--- config.mk ---
export PLATFORM = sky130hd
export DESIGN_NAME = pac_cache_lookup
export DESIGN_NICKNAME = d
export VERILOG_FILES = /design/src/rtl/pac_pkg.sv /design/src/rtl/pac_line_store.sv /design/src/rtl/pac_probe.sv /design/src/rtl/pac_ctrl.sv /design/src/rtl/pac_cache_lookup.sv
export SDC_FILE = /design/constraint.sdc
export NUM_CORES = 1
export LEC_CHECK = 0
export ABC_AREA = 1
export BUFFER_PORTS_ARGS = -buffer_cell sky130_fd_sc_hd__buf_2
export CORE_ASPECT_RATIO = 2
export CORE_MARGIN = 2
export CORE_UTILIZATION = 36
export DETAILED_ROUTE_END_ITERATION = 12
export HOLD_SLACK_MARGIN = 0.03
export PLACE_DENSITY = 0.63
export SLEW_MARGIN = 5
export SYNTH_ARGS = -nofsm -noshare
export SYNTH_HDL_FRONTEND = slang
export SYNTH_SLANG_ARGS = --single-unit
--- constraint.sdc ---
create_clock -name clk -period 12.9 [get_ports clk]
set_input_delay 1.935 -clock clk [delete_from_list [all_inputs] [get_ports clk]]
set_output_delay 1.935 -clock clk [all_outputs]
set_load 0.01 [all_outputs]
--- src/rtl/pac_pkg.sv ---
`timescale 1ns/1ps
package pac_pkg;
  typedef enum logic [1:0] {
    PS_IDLE = 2'd0,
    PS_ALT  = 2'd1,
    PS_FILL = 2'd2
  } pac_state_e;

  localparam logic [1:0] KIND_HIT    = 2'b01;
  localparam logic [1:0] KIND_PSEUDO = 2'b10;
  localparam logic [1:0] KIND_MISS   = 2'b11;
endpackage

--- src/rtl/pac_line_store.sv ---
`timescale 1ns/1ps
module pac_line_store #(
  parameter int LINES  = 8,
  parameter int IDX_W  = 3,
  parameter int LINE_W = 27
) (
  input  logic              clk,
  input  logic              rst_n,
  input  logic [IDX_W-1:0]  rd_a_idx,
  input  logic [IDX_W-1:0]  rd_b_idx,
  output logic [LINE_W-1:0] rd_a_line,
  output logic [LINE_W-1:0] rd_b_line,
  input  logic              wr_a_en,
  input  logic [IDX_W-1:0]  wr_a_idx,
  input  logic [LINE_W-1:0] wr_a_line,
  input  logic              wr_b_en,
  input  logic [IDX_W-1:0]  wr_b_idx,
  input  logic [LINE_W-1:0] wr_b_line
);
  logic [LINE_W-1:0] lines_q [LINES];

  // Two independent write ports; the controller never aims them at one line.
  always_ff @(posedge clk) begin
    for (int i = 0; i < LINES; i++) begin
      if (!rst_n) begin
        lines_q[i] <= '0;
      end else if (wr_a_en && (wr_a_idx == IDX_W'(i))) begin
        lines_q[i] <= wr_a_line;
      end else if (wr_b_en && (wr_b_idx == IDX_W'(i))) begin
        lines_q[i] <= wr_b_line;
      end
    end
  end

  assign rd_a_line = lines_q[rd_a_idx];
  assign rd_b_line = lines_q[rd_b_idx];
endmodule

--- src/rtl/pac_probe.sv ---
`timescale 1ns/1ps
module pac_probe #(
  parameter int TAG_W  = 9,
  parameter int DATA_W = 16,
  parameter int LINE_W = 27
) (
  input  logic [LINE_W-1:0] line,
  input  logic [TAG_W-1:0]  look_tag,
  input  logic              look_msb,
  output logic              match,
  output logic [DATA_W-1:0] data
);
  // Line layout: valid | home top index bit | tag | data
  logic             valid;
  logic             home_msb;
  logic [TAG_W-1:0] tag;

  assign valid    = line[LINE_W-1];
  assign home_msb = line[LINE_W-2];
  assign tag      = line[DATA_W +: TAG_W];
  assign data     = line[DATA_W-1:0];
  assign match    = valid && (home_msb == look_msb) && (tag == look_tag);
endmodule

--- src/rtl/pac_ctrl.sv ---
`timescale 1ns/1ps
module pac_ctrl
  import pac_pkg::*;
(
  input  logic clk,
  input  logic rst_n,
  input  logic req_valid,
  input  logic home_match,
  input  logic alt_match,
  input  logic fill_rsp_valid,
  output logic idle,
  output logic capture,
  output logic ev_hit,
  output logic ev_pseudo,
  output logic ev_fill_done,
  output logic fill_active
);
  pac_state_e state_q, state_d;

  assign idle         = (state_q == PS_IDLE);
  assign fill_active  = (state_q == PS_FILL);
  assign ev_hit       = idle && req_valid && home_match;
  assign capture      = idle && req_valid && !home_match;
  assign ev_pseudo    = (state_q == PS_ALT) && alt_match;
  assign ev_fill_done = fill_active && fill_rsp_valid;

  always_comb begin
    state_d = state_q;
    unique case (state_q)
      PS_IDLE: if (capture) state_d = PS_ALT;
      PS_ALT:  state_d = alt_match ? PS_IDLE : PS_FILL;
      PS_FILL: if (fill_rsp_valid) state_d = PS_IDLE;
      default: state_d = PS_IDLE;
    endcase
  end

  always_ff @(posedge clk) begin
    if (!rst_n) state_q <= PS_IDLE;
    else        state_q <= state_d;
  end
endmodule

--- src/rtl/pac_cache_lookup.sv ---
`timescale 1ns/1ps
module pac_cache_lookup
  import pac_pkg::*;
#(
  parameter int ADDR_W = 12,
  parameter int LINES  = 8,
  parameter int DATA_W = 16
) (
  input  logic              clk,
  input  logic              rst_n,
  input  logic              req_valid,
  input  logic [ADDR_W-1:0] req_addr,
  output logic              busy,
  output logic              rsp_valid,
  output logic [1:0]        rsp_kind,
  output logic [DATA_W-1:0] rsp_data,
  output logic              fill_req_valid,
  output logic [ADDR_W-1:0] fill_req_addr,
  input  logic              fill_rsp_valid,
  input  logic [DATA_W-1:0] fill_rsp_data
);
  localparam int IDX_W  = $clog2(LINES);
  localparam int TAG_W  = ADDR_W - IDX_W;
  localparam int LINE_W = 2 + TAG_W + DATA_W;
  localparam logic [IDX_W-1:0] FLIP = {1'b1, {(IDX_W-1){1'b0}}};

  function automatic logic [IDX_W-1:0] home_idx(input logic [ADDR_W-1:0] a);
    return a[IDX_W-1:0];
  endfunction

  function automatic logic [IDX_W-1:0] alt_idx(input logic [IDX_W-1:0] h);
    return h ^ FLIP;
  endfunction

  function automatic logic [TAG_W-1:0] addr_tag(input logic [ADDR_W-1:0] a);
    return a[ADDR_W-1:IDX_W];
  endfunction

  function automatic logic [LINE_W-1:0] make_line(input logic [ADDR_W-1:0] a,
                                                  input logic [DATA_W-1:0] d);
    return {1'b1, a[IDX_W-1], addr_tag(a), d};
  endfunction

  // Control events, brought out for the checker
  logic idle, capture, ev_hit, ev_pseudo, ev_fill_done, fill_active;
  logic home_match, alt_match;

  logic [ADDR_W-1:0] addr_q;
  logic [ADDR_W-1:0] look_addr;
  logic [IDX_W-1:0]  look_home, look_alt;

  logic [LINE_W-1:0] rd_a_line, rd_b_line;
  logic              wr_a_en, wr_b_en;
  logic [IDX_W-1:0]  wr_a_idx, wr_b_idx;
  logic [LINE_W-1:0] wr_a_line, wr_b_line;

  logic [LINE_W-1:0] probe_line  [2];
  logic              probe_hit   [2];
  logic [DATA_W-1:0] probe_data  [2];

  assign look_addr = idle ? req_addr : addr_q;
  assign look_home = home_idx(look_addr);
  assign look_alt  = alt_idx(look_home);

  pac_ctrl u_ctrl (
    .clk            (clk),
    .rst_n          (rst_n),
    .req_valid      (req_valid),
    .home_match     (home_match),
    .alt_match      (alt_match),
    .fill_rsp_valid (fill_rsp_valid),
    .idle           (idle),
    .capture        (capture),
    .ev_hit         (ev_hit),
    .ev_pseudo      (ev_pseudo),
    .ev_fill_done   (ev_fill_done),
    .fill_active    (fill_active)
  );

  pac_line_store #(.LINES(LINES), .IDX_W(IDX_W), .LINE_W(LINE_W)) u_store (
    .clk       (clk),
    .rst_n     (rst_n),
    .rd_a_idx  (look_home),
    .rd_b_idx  (look_alt),
    .rd_a_line (rd_a_line),
    .rd_b_line (rd_b_line),
    .wr_a_en   (wr_a_en),
    .wr_a_idx  (wr_a_idx),
    .wr_a_line (wr_a_line),
    .wr_b_en   (wr_b_en),
    .wr_b_idx  (wr_b_idx),
    .wr_b_line (wr_b_line)
  );

  assign probe_line[0] = rd_a_line;
  assign probe_line[1] = rd_b_line;

  // Slot 0 probes the home line, slot 1 the partner line
  for (genvar p = 0; p < 2; p++) begin : g_probe
    pac_probe #(.TAG_W(TAG_W), .DATA_W(DATA_W), .LINE_W(LINE_W)) u_probe (
      .line     (probe_line[p]),
      .look_tag (addr_tag(look_addr)),
      .look_msb (look_addr[IDX_W-1]),
      .match    (probe_hit[p]),
      .data     (probe_data[p])
    );
  end

  assign home_match = probe_hit[0];
  assign alt_match  = probe_hit[1];

  // Exchange on pseudo-hit, install-and-demote on fill
  assign wr_a_en   = ev_pseudo || ev_fill_done;
  assign wr_b_en   = ev_pseudo || ev_fill_done;
  assign wr_a_idx  = look_home;
  assign wr_b_idx  = look_alt;
  assign wr_a_line = ev_pseudo ? rd_b_line : make_line(addr_q, fill_rsp_data);
  assign wr_b_line = rd_a_line;

  always_ff @(posedge clk) begin
    if (!rst_n) begin
      addr_q <= '0;
    end else if (capture) begin
      addr_q <= req_addr;
    end
  end

  always_ff @(posedge clk) begin
    if (!rst_n) begin
      rsp_valid <= 1'b0;
      rsp_kind  <= 2'b00;
      rsp_data  <= '0;
    end else begin
      rsp_valid <= ev_hit || ev_pseudo || ev_fill_done;
      if (ev_hit) begin
        rsp_kind <= KIND_HIT;
        rsp_data <= probe_data[0];
      end else if (ev_pseudo) begin
        rsp_kind <= KIND_PSEUDO;
        rsp_data <= probe_data[1];
      end else if (ev_fill_done) begin
        rsp_kind <= KIND_MISS;
        rsp_data <= fill_rsp_data;
      end
    end
  end

  assign busy           = !idle;
  assign fill_req_valid = fill_active;
  assign fill_req_addr  = addr_q;
endmodule

=== Word-level counts from Yosys, hierarchy flattened ===
Memory sizes are Yosys's and may differ from the RTL's.
Cells that the tools add are included.

* Bits in registers: 33
* Memory bits (read-only): 0
* Output and inout port bits: 33
* Logic and storage cells: 169
* Memories: 1
* Latch bits: 0
* Memory bits (writable): 216

{| class="wikitable"
|+ Memory list
! memory !! depth !! bits a word !! rd ports !! clocked after memory_dff !! wr ports !! line !! text
|-
| u_store.lines_q || 8 || 27 || 2 || 0 || 8 || pac_line_store.sv:20 || <nowiki>logic [LINE_W-1:0] lines_q [LINES];</nowiki>
|}

* Eq/ne operators: 22
* Bitwise gates (word level): 18
* $mul: 0
* Muxes and demuxes: 85
* Add/sub/neg operators: 0
* Magnitude comparators: 0
* Reductions and logical operators: 37
* Divide/modulo/power cells: 0
* Shift-type cells: 0

{| class="wikitable"
|+ Operators with widths
! operator !! count
|-
| $mux W27 || 17
|-
| $mux W1 || 58
|-
| $mux W16 || 3
|-
| $logic_and A1 B1 Y1 || 25
|-
| $eq A3 B3 Y1 const B || 8
|-
| $eq A9 B9 Y1 || 2
|-
| $or A1 B1 Y1 || 16
|-
| $eq A3 B2 Y1 const B || 4
|-
| $mux W12 || 1
|-
| $mux W2 || 5
|-
| $eq A3 B1 Y1 const B || 2
|-
| $logic_not A3 Y1 || 2
|-
| $pmux W2 S3 || 1
|-
| $logic_or A1 B1 Y1 || 3
|-
| $reduce_bool A3 Y1 || 1
|-
| $eq A1 B1 Y1 || 2
|-
| $eq A2 B1 Y1 const B || 1
|-
| $eq A2 B2 Y1 const B || 1
|-
| $logic_not A1 Y1 || 2
|-
| $logic_not A2 Y1 || 1
|-
| $ne A2 B1 Y1 const B || 1
|-
| $ne A2 B2 Y1 const B || 1
|-
| $not A1 Y1 || 2
|-
| $reduce_and A2 Y1 || 1
|-
| other kinds (2) || 2
|}

=== Longest topological paths before layout ===
Gate-level depths: netlist of run 1.
An unclocked memory read counts as a cell.

* Depth in word-level cells: 15
* Gate-level depth with buffers: 23

=== Modules after synthesis ===
Synthesis of run 1 repeated with hierarchy kept, for this count alone.

* Cells, all modules: 2794
* Area, all modules: 17887.2 sq um

{| class="wikitable"
|+ Modules (own cells, without submodules)
! module !! cells an instance !! area each (sq um) !! times used !! seq. area each (sq um)
|-
| pac_line_store || 2282 || 14953.1 || 1 || 6486.2
|-
| pac_cache_lookup || 359 || 2149.6 || 1 || 620.6
|-
| pac_probe || 67 || 331.6 || 2 || 0.0
|-
| pac_ctrl || 19 || 121.4 || 1 || 40.0
|}

=== Least setup slack after synthesis of run 1 ===
No wires, ideal clock.

* Path kind: in2reg
* From: in req_addr[0]
* To: mem u_store.lines_q[2][0] (enable)
* Stages: 16
* Path buffers: 2
* Library setup time: 0.449 ns
* Data arrival time: 5.505 ns
* Setup slack: 6.946 ns
* Path through: inv_1 -> nand2_1 -> nand2_4 -> buf_6 -> nand2_1 -> nor2_1 -> nor2_1 -> nand3_1 -> nand3_1 -> nand3_1 -> nor2_4 -> nand3_4 -> nand2_4 -> buf_6 -> inv_1 -> o21ai_0

{| class="wikitable"
|+ RTL lines
! element !! line !! text
|-
| start, declared || pac_cache_lookup.sv:12 || <nowiki>input logic [ADDR_W-1:0] req_addr,</nowiki>
|-
| end, declared || pac_line_store.sv:20 ||
|}

==> run_results.csv, run 1 <==
group,metric,value,unit
power,seq_power_share,0.450,
timing,slew_headroom,0.0990,
setup_path,slowest_stage,"inv_2",
synth,synth_top_area_frac,0.473,
cells_and_area,drive_gt1_frac,0.0914,
cells_and_area,stdcell_count,2202,
floorplanning,dieWidth,142,microns
power,clkPwrFrac,0.366,
timing,min_period,7.69,ns
global_route,grt_pass1_vias,12400,
detailed_routing,antenna_left,0,
detailed_routing,vias_per_cell,5.72,
setup_path,crit_fanout,51,
floorplanning,dieArea,39800,sq um
synth,syn-num-nets,1751,
setup_path,setup.worst_path.end,"u_store.lines_q[3][14]$_DFFE_PP_",
detailed_routing,detailroute.via_count,12600,
min_path,hp-class,"flip-flop to flip-flop",
cells_and_area,multiInputGateArea,5470,sq um
setup_path,max_stage_delay,1.09,ns
placement,gp_congestion,0.894,
timing,clock_skew,0.0171,ns
power,p_leak,6.38,nW
cells_and_area,nets,1753,
timing,fin_crit_sh,0.596,
timing,worst_pin_slew,1.35,ns
synth,seq_area_frac_synth,0.521,
timing,worst_slack,5.21,ns
timing,setup_viol,0,
setup_path,r2r-end,"u_store.lines_q[3][14]$_DFFE_PP_",
synth,async_flop_share,0,
setup_path,worst-path-stages,19,
cts,insertion_delay,0.55,ns
cts,cts_max_path_buffers,3,
cells_and_area,final-seq-area,7150,sq um
cells_and_area,final_cell_mix,"566 x nand2_1, 216 x edfxtp_1, 166 x inv_1, 153 x o21ai_0, 125 x nand3_1",
global_route,antenna_found_initial,1,
setup_path,required,13.24,ns
floorplanning,core,37800,sq um
setup_path,cp-start-kind,"input port",
power,power_density,135,nW/um^2
detailed_routing,routed_wl,46700,microns
setup_path,crit_family,"simple AND/OR/NAND/NOR gates",
global_route,grt_pass1_wl,70400,microns
setup_path,crit_path_start,"req_addr[0]",
cts,post_cts_resized,0,
synth,ys_ff_latch,249,
placement,portBuffers,64,
detailed_routing,drc,0,
detailed_routing,drt_first_pass_iters,6,
detailed_routing,drt-initial-drc-count,1312,
placement,place_inst,2158,
synth,netlist_instances,1719,
synth,syn-cell-area,13700,sq um
job,max-cap-violations,0,
global_route,grt_start_max_net_pins,58,
placement,dpl_worst_slack,4.78,ns
synth,synth_edf_count,216,
placement,post-dp-hpwl,29100,microns
floorplanning,dieHeight,280,microns
power,peakVddDrop,0.0918,mV
cells_and_area,fillers,3792,
setup_path,cp-end-kind,"flip-flop",
setup_path,worst-r2r-cell-count,19,
timing,max_freq,130,MHz
cts,cts_setup_buffers,0,
cells_and_area,final_common_cell,"nand2_1",
timing,hold_viol_final,0,
outcome,status,"completed",
setup_path,critical_path_class,"input port to flip-flop",
detailed_routing,wl_per_cell,21.2,microns
timing,tns,0,ns
cts,htree_levels,1,
synth,yosys_warnings,0,
cts,ctsRootBufferMaster,"clkbuf_16",
setup_path,ff2ff_setup_slack,5.59,ns
timing,drv_slew,0,
floorplanning,start_util,0.363,
synth,syn_area_per_cell,7.99,sq um
power,switching_share,0.306,
cts,hold_buffers,0,
synth,synth_area_leaders,"edfxtp_1 47%, nand2_1 15%, o21ai_0 5.7%",
global_route,grt_usage,0.231,
floorplanning,io_pins,65,
setup_path,worstPathArrival,8.03,ns
cts,cts_tree,"done",
synth,synthFlopType,"edfxtp_1",
power,power_frac_comb,0.185,
power,p_int,1.42,mW
synth,synth_cell_types,32,
setup_path,r2r-start,"u_ctrl.state_q[1]$_SDFFE_PN0P_",
floorplanning,rows,101,
cts,cts.sink_count,249,
power,p_sw,629,uW
setup_path,crit_buf_inv,2,
cts,clk_pin_slew_worst_paths,0.07,ns
synth,yosysTopAreaCell,"edfxtp_1",
setup_path,cp_cell_sequence,"buf_2 > nand2_1 > nand2_2 > nand2_1 > nand2_1 > nand2_1 > nand2_1 > nand2_1 > nand3_1 > nand2_1 > nor2_1 > nand2_1 > nor2_4 > nand3_4 > nand2_4 > nand3_1 > inv_2 > nand2_1 > o21ai_0",
timing,rsz0062_at_grt,"false",
global_route,gr-total-overflow,0,
cells_and_area,syn2layout_area_growth,10.6,%
timing,fin_hold_ws,0.509,ns
cells_and_area,diodes,0,
cts,cts_made_buffers,24,
setup_path,cp_common_cell,"nand2_1",
-- area by class of cell --
cell class | instances | share of cell area
Sequential cell | 249 | 0.471
Timing Repair Buffer | 87 | 0.0325
Inverter | 176 | 0.0435
Clock inverter | 9 | 0.00420
Clock buffer | 35 | 0.0505
Multi-Input combinational cell | 1183 | 0.360
Tap cell | 463 | 0.0382
-- metal layers --
metal  GRT usage  part of all wire  vias up
met5           0           0.00028        -
met4       0.152             0.072        2
met3      0.0236             0.078      198
met2       0.403              0.49      724
met1       0.267              0.36     5885
li1            -                 -     5790
-- synth_stat cells, types with 12 or more instances --
master	n
nand2_1	566
edfxtp_1	216
inv_1	167
o21ai_0	157
nand3_1	127
o21ai_1	91
nand4_1	71
nor2_1	71
buf_2	46
clkbuf_1	44
a21oi_1	39
dfxtp_1	33
a22oi_1	25
a31oi_1	12
-- worst min-delay path by stage --
| stage | start | end | slack, ns | cells past startpoint |
|---|---|---|---|---|
| finish | fill_req_addr[2]$_SDFFE_PN0P_ | fill_req_addr[2]$_SDFFE_PN0P_ | 0.51 | 2 |
| global route | fill_req_addr[2]$_SDFFE_PN0P_ | fill_req_addr[2]$_SDFFE_PN0P_ | 0.53 | 2 |
| CTS | fill_req_addr[2]$_SDFFE_PN0P_ | fill_req_addr[2]$_SDFFE_PN0P_ | 0.51 | 2 |
| detailed placement | fill_req_addr[2]$_SDFFE_PN0P_ | fill_req_addr[2]$_SDFFE_PN0P_ | 0.50 | 2 |
| global placement | fill_req_addr[2]$_SDFFE_PN0P_ | fill_req_addr[2]$_SDFFE_PN0P_ | 0.49 | 2 |
| floorplan | fill_req_addr[2]$_SDFFE_PN0P_ | fill_req_addr[2]$_SDFFE_PN0P_ | 0.52 | 2 |
-- metrics by stage --
| stage | cell area (sq um) | power [mW] | util |
|---|---|---|---|
| detailed placement | 14300 | 1.31 | 0.380 |
| floorplan | 13700 | 1.18 | - |
| finish | 15200 | 2.05 | 0.402 |
| CTS | 15200 | 2.05 | 0.402 |
| global placement | 14300 | 1.31 | 0.380 |
| global route | 15200 | 2.12 | 0.402 |
-- state kept, by name, indices dropped and copies added, names as in the netlist --
register / cells
fill_req_addr: 12
rsp_data: 16
rsp_kind: 2
rsp_valid: 1
u_ctrl.state_q: 2
u_store.lines_q: 216
-- worst min-delay path: cells and delay by family (launching register included) --
kind | cells | cell delay (ns)
simple gates | 2 | 0.15
flops | 1 | 0.33
-- kinds of logic after synthesis --
kind of cell,count (synthesis),share of synthesized area
AOI/OAI and AO/OA,328,0.126
buffers and inverters,287,0.0871
DFF,249,0.521
and+or+nand+nor,855,0.266
-- power groups by stage --
stage	sequential, mW	clock [mW]	combinational, mW
3_5_place_dp	0.941	0	0.372
5_1_grt	0.927	0.779	0.413
2_1_floorplan	0.935	0	0.250
4_1_cts	0.924	0.754	0.374
3_3_place_gp	0.940	0	0.370
6_report	0.924	0.751	0.379
(Power assumes the default switching activity.)
==> run 2: changes to the inputs <==
Settings changed: ABC_AREA 1 to 0, PLACE_DENSITY 0.63 to 0.64.
Clock period 12.9 ns to 7.6 ns, I/O delays scaled along.
==> run 2 against run 1 <==
Compared with the run above:
- critical path depth down 7
- via count down 20%
- clock power up 84%
- global-route usage up 0.29 points
- synthesized cell count down 36%
- non-clock buffer count up 2
- core utilization up 0.68 points
- cell count down 28%
- routed wire length down 6.8%
- clock skew down 0.0050 ns
- hold slack better by 0.014 ns
- setup slack worse by 3.8 ns
==> run_results.csv, run 2 <==
group,metric,value,unit
cells_and_area,diodes,0,
synth,synth_area_leaders,"edfxtp_1 51%, dfxtp_1 5.2%, o22ai_1 4.9%",
setup_path,cp-end-kind,"flip-flop",
global_route,grt_start_max_net_pins,57,
synth,ys_ff_latch,249,
placement,dpl_worst_slack,1.43,ns
cells_and_area,final_common_cell,"edfxtp_1",
placement,post-dp-hpwl,28800,microns
synth,synth_top_area_frac,0.507,
timing,fin_crit_sh,0.811,
cts,cts_setup_buffers,0,
setup_path,worstPathArrival,6.37,ns
floorplanning,dieArea,37200,sq um
setup_path,r2r-start,"u_ctrl.state_q[1]$_SDFFE_PN0P_",
power,p_leak,4.87,nW
cts,hold_buffers,0,
job,max-cap-violations,0,
timing,clock_skew,0.0121,ns
cells_and_area,syn2layout_area_growth,11.9,%
timing,hold_viol_final,0,
outcome,status,"completed",
cells_and_area,final_cell_area,14300,sq um
setup_path,cp_cell_sequence,"nor2_4 > inv_2 > a21oi_4 > o22ai_1 > or4_1 > and4_1 > and4bb_1 > and4_2 > o21ai_2 > buf_4 > nand2_1 > buf_4",
timing,drv_slew,0,
synth,synthFlopType,"edfxtp_1",
timing,tns,0,ns
timing,setup_viol,0,
floorplanning,start_util,0.365,
floorplanning,dieHeight,271,microns
synth,seq_area_frac_synth,0.558,
detailed_routing,routed_wl,43500,microns
setup_path,slowest_stage,"and4_2",
global_route,antenna_found_initial,0,
cells_and_area,drive_gt1_frac,0.181,
timing,slew_headroom,0.0558,
cts,insertion_delay,0.53,ns
synth,async_flop_share,0,
synth,synth_commonest_cells,"216 x edfxtp_1, 132 x nor2_1, 101 x o22ai_1",
min_path,holdCritStartpoint,"rsp_kind[1]$_SDFFE_PP0P_",
setup_path,cp_common_cell,"buf_4",
setup_path,crit_path_start,"u_ctrl.state_q[1]$_SDFFE_PN0P_",
global_route,gr-total-overflow,0,
power,peakVddDrop,0.135,mV
synth,yosysMostFrequentCell,"edfxtp_1",
detailed_routing,drc,0,
floorplanning,io_pins,65,
timing,min_period,6.16,ns
cells_and_area,finalCoreUtilization,0.408,
placement,gp_congestion,0.908,
global_route,grt_pass1_wl,64700,microns
synth,synth_edf_count,216,
cells_and_area,fillers,3322,
timing,max_freq,162,MHz
global_route,met1_usage,0.245,
setup_path,critical_path_class,"flip-flop to flip-flop",
cells_and_area,stdcell_count,1575,
cells_and_area,largest_register_ffs,216,
timing,worst_pin_slew,1.41,ns
cts,cts_made_buffers,22,
floorplanning,dieWidth,137,microns
detailed_routing,vias_per_cell,6.37,
placement,portBuffers,64,
global_route,grt_usage,0.234,
cts,cts.sink_count,249,
power,total_power,3.47,mW
placement,place_inst,1535,
cts,cts_tree,"done",
floorplanning,core,35100,sq um
cts,clk_pin_slew_worst_paths,0.07,ns
placement,placed_area,13400,sq um
global_route,use_met2,0.424,
setup_path,required,7.81,ns
detailed_routing,drt-initial-drc-count,978,
cells_and_area,final_cell_mix,"216 x edfxtp_1, 132 x nor2_1, 101 x o22ai_1, 76 x nand2_1, 64 x buf_2",
cells_and_area,nets,1146,
synth,yosys_warnings,0,
min_path,hp-class,"flip-flop to flip-flop",
synth,yosysTopAreaCell,"edfxtp_1",
global_route,top_usage_layer,"met2",
synth,synth_cell_types,70,
setup_path,max_stage_delay,0.82,ns
detailed_routing,wl_per_cell,27.6,microns
power,power_density,242,nW/um^2
detailed_routing,detailroute.via_count,10000,
cells_and_area,top_register,"u_store.lines_q",
synth,syn-num-nets,1131,
cts,htree_levels,1,
cts,ctsRootBufferMaster,"clkbuf_16",
setup_path,cp-start-kind,"flip-flop",
global_route,grt_pass1_vias,10200,
timing,fin_hold_ws,0.524,ns
setup_path,crit_fanout,33,
synth,syn_area_per_cell,11.6,sq um
floorplanning,rows,97,
synth,syn-cell-area,12800,sq um
cts,post_cts_resized,0,
synth,netlist_instances,1099,
detailed_routing,antenna_left,0,
global_route,use_met3,0.0309,
detailed_routing,drt_first_pass_iters,5,
timing,rsz0062_at_grt,"false",
cts,cts_max_path_buffers,3,
timing,worst_slack,1.44,ns
## run 2: cell types whose count changed after synthesis, sizes merged, moves of 38 or more
cell and delta:
nand3 -128, mux2i +38, inv -174, o22ai +106, o21ai -229, a211oi +68
nand2 -497, nand4 -67, nor2 +58
## run 2: critical path, delay by kind of cell (launching register included)
| kind | cells | cell delay [ns] |
|---|---|---|
| AND/OR/NAND/NOR | 6 | 3.12 |
| flip-flops | 1 | 0.36 |
| AO/OA/AOI/OAI | 3 | 1.23 |
| buffers and inverters | 3 | 1.10 |
## run 2: per-layer routing
metal  wire, microns  vias up
met4            3290        0
met5               0        -
met3            2600      141
met1           14600     4996
li1                -     4409
met2           23000      486
## run 2: layout make-up
type,instances,area [sq um],share of cell area
flip-flops and latches,249,7150,0.499
multi-input cells,751,5220,0.365
repair buffers,89,508,0.0355
clock buffers,24,589,0.0411
clock inverters,16,298,0.0208
inverters,1,3.75,0.000262
well taps,445,557,0.0389
## run 2: power by group
group	leakage (nW)	internal (mW)	total, mW	switching (mW)
clock	0.432	0.839	1.38	0.539
sequential	2.50	1.53	1.56	0.0246
combinational	1.94	0.153	0.535	0.381
## run 2: final timing paths
path	end	slack, ns	cells past startpoint
setup reg to reg	u_store.lines_q[4][11]$_SDFFCE_PN0P_	1.44	12
hold / removal	rsp_kind[1]$_SDFFE_PP0P_	0.52	1
setup / recovery	u_store.lines_q[4][11]$_SDFFCE_PN0P_	1.44	12
hold reg to reg	rsp_kind[1]$_SDFFE_PP0P_	0.52	1
## run 2: kinds of logic after synthesis
family          after synthesis  synth area share
simple gates                358             0.145
compound gates              349             0.216
flops                       249             0.558
buf+inv                      99            0.0404
mux                          43            0.0397
xor+xnor                      1          0.000684
==> run 3: changes to the inputs <==
Clock period 7.6 ns to 6 ns, I/O delays scaled along.
==> run 3 against run 2 <==
Compared with the run above:
- setup slack worse by 0.70 ns
- routed wire length down 2.6%
- clock power about the same
- critical endpoint is now u_store.lines_q[0][15]$_DFFE_PP_
==> run_results.csv, run 3 (synthesized netlist as in run 2, its figures left out) <==
group,metric,value,unit
outcome,status,"completed",
global_route,grt_pass1_vias,10200,
floorplanning,dieArea,37200,sq um
detailed_routing,antenna_left,0,
global_route,antenna_found_initial,0,
cells_and_area,diodes,0,
min_path,hp-class,"flip-flop to flip-flop",
timing,drv_slew,0,
timing,worst_pin_slew,1.14,ns
setup_path,cp-start-kind,"flip-flop",
floorplanning,dieWidth,137,microns
timing,max_freq,190,MHz
timing,fin_crit_sh,0.876,
setup_path,required,6.26,ns
setup_path,cp-end-kind,"flip-flop",
timing,slew_headroom,0.227,
detailed_routing,drt_first_pass_iters,6,
cells_and_area,final_cell_mix,"216 x edfxtp_1, 132 x nor2_1, 101 x o22ai_1, 76 x nand2_1, 64 x buf_2",
placement,portBuffers,64,
timing,tns,0,ns
setup_path,ff2ff_setup_slack,0.74,ns
detailed_routing,routed_wl,42300,microns
cts,cts_setup_buffers,0,
cells_and_area,drive_gt1_frac,0.195,
cts,cts.sink_count,249,
floorplanning,io_pins,65,
cells_and_area,top_register,"u_store.lines_q",
min_path,min_to,"fill_req_addr[3]$_SDFFE_PN0P_",
detailed_routing,detailroute.via_count,10300,
cells_and_area,largest_register_ffs,216,
setup_path,worst-r2r-cell-count,11,
cells_and_area,nets,1177,
cts,clk_pin_slew_worst_paths,0.07,ns
cts,ctsRootBufferMaster,"clkbuf_16",
cts,cts_tree,"done",
setup_path,r2r-start,"u_ctrl.state_q[1]$_SDFFE_PN0P_",
timing,clock_skew,0.0188,ns
cts,post_cts_resized,0,
detailed_routing,vias_per_cell,6.40,
global_route,gr-total-overflow,0,
setup_path,r2r-end,"u_store.lines_q[0][15]$_DFFE_PP_",
cts,insertion_delay,0.53,ns
floorplanning,core,35100,sq um
global_route,grt_pass1_wl,63200,microns
cells_and_area,final_cell_area,14400,sq um
cts,cts_max_path_buffers,3,
cts,htree_levels,1,
timing,hold_viol_final,0,
timing,min_period,5.26,ns
global_route,grt_usage,0.226,
cells_and_area,syn2layout_area_growth,12.2,%
detailed_routing,wl_per_cell,26.4,microns
setup_path,crit_fanout,23,
floorplanning,start_util,0.365,
setup_path,worstPathArrival,5.51,ns
placement,placed_area,13700,sq um
global_route,grt_start_max_net_pins,56,
min_path,worstHoldPathCells,2,
timing,rsz0062_at_grt,"false",
power,power_density,282,nW/um^2
floorplanning,rows,97,
power,p_leak,4.90,nW
detailed_routing,drt-initial-drc-count,1317,
cts,cts_made_buffers,22,
job,max-cap-violations,0,
timing,setup_viol,0,
power,peakVddDrop,0.157,mV
timing,worst_slack,0.743,ns
placement,post-dp-hpwl,27400,microns
min_path,holdCritStartpoint,"fill_req_addr[3]$_SDFFE_PN0P_",
placement,dpl_worst_slack,0.814,ns
detailed_routing,drc,0,
floorplanning,dieHeight,271,microns
cells_and_area,final_common_cell,"edfxtp_1",
cts,hold_buffers,0,
placement,gp_congestion,0.893,
setup_path,critical_path_class,"flip-flop to flip-flop",
run 3: cell types whose count changed in the layout (fill, tap and decap cells not counted), sizes merged:
cell,previous run,this run
clkbuf,24,29
inv,2,1
clkinv,6,8
bufinv,8,1
buf,89,120
run 3: worst max-delay path by stage:
stage,start,slack [ns],to,cells past startpoint
3_5_place_dp,u_ctrl.state_q[1]$_SDFFE_PN0P_,0.81,u_store.lines_q[0][15]$_DFFE_PP_,11
5_1_grt,u_ctrl.state_q[1]$_SDFFE_PN0P_,0.57,u_store.lines_q[4][12]$_SDFFCE_PN0P_,11
6_report,u_ctrl.state_q[1]$_SDFFE_PN0P_,0.74,u_store.lines_q[0][15]$_DFFE_PP_,11
4_1_cts,u_ctrl.state_q[1]$_SDFFE_PN0P_,0.80,u_store.lines_q[5][11]$_DFFE_PP_,11
2_1_floorplan,req_addr[0],1.90,u_store.lines_q[2][0]$_DFFE_PP_,14
3_3_place_gp,u_ctrl.state_q[1]$_SDFFE_PN0P_,0.91,u_store.lines_q[5][11]$_DFFE_PP_,11
run 3: layer usage:
metal | vias up | global-route usage | wire length [microns]
met3 | 129 | 0.0219 | 2730
met5 | - | 0 | 0
met2 | 539 | 0.394 | 21700
met4 | 0 | 0.123 | 2300
met1 | 5143 | 0.269 | 15600
li1 | 4468 | - | -
run 3: layout make-up:
cell class | count | area, sq um
Clock buffer | 29 | 598
Clock inverter | 10 | 76.3
Fill cell | 3288 | 20700
Inverter | 1 | 3.75
Multi-Input combinational cell | 751 | 5230
Sequential cell | 249 | 7150
Tap cell | 445 | 557
Timing Repair Buffer | 120 | 741
run 3: metrics by stage:
step	hold slack [ns]	std cells	total power, mW	utilization
after detailed placement	0.564	1566	2.68	0.390
after global routing	0.604	1605	4.16	0.409
after CTS	0.575	1605	4.05	0.409
final	0.578	1605	4.05	0.409
after global placement	0.537	1566	2.67	0.390
after floorplan	0.549	1099	2.45	-
run 3: where the power goes:
part           internal [mW]  total (mW)  switching, mW
Clock                  0.747        1.40          0.648
Sequential              1.94        1.97         0.0303
Combinational          0.206       0.679          0.474
Total                   2.90        4.05           1.15
run 3: worst max-delay path, cell delays in order (launching register included):
cell and delay [ns]:
dfxtp_1 0.36, nor2_4 0.51, inv_2 0.35, a21oi_4 0.76, o22ai_1 0.28, or4_1 0.51
and4_1 0.19, and4bb_1 0.31, and4_2 0.50, buf_4 0.42, mux2i_2 0.59, o22ai_1 0.18
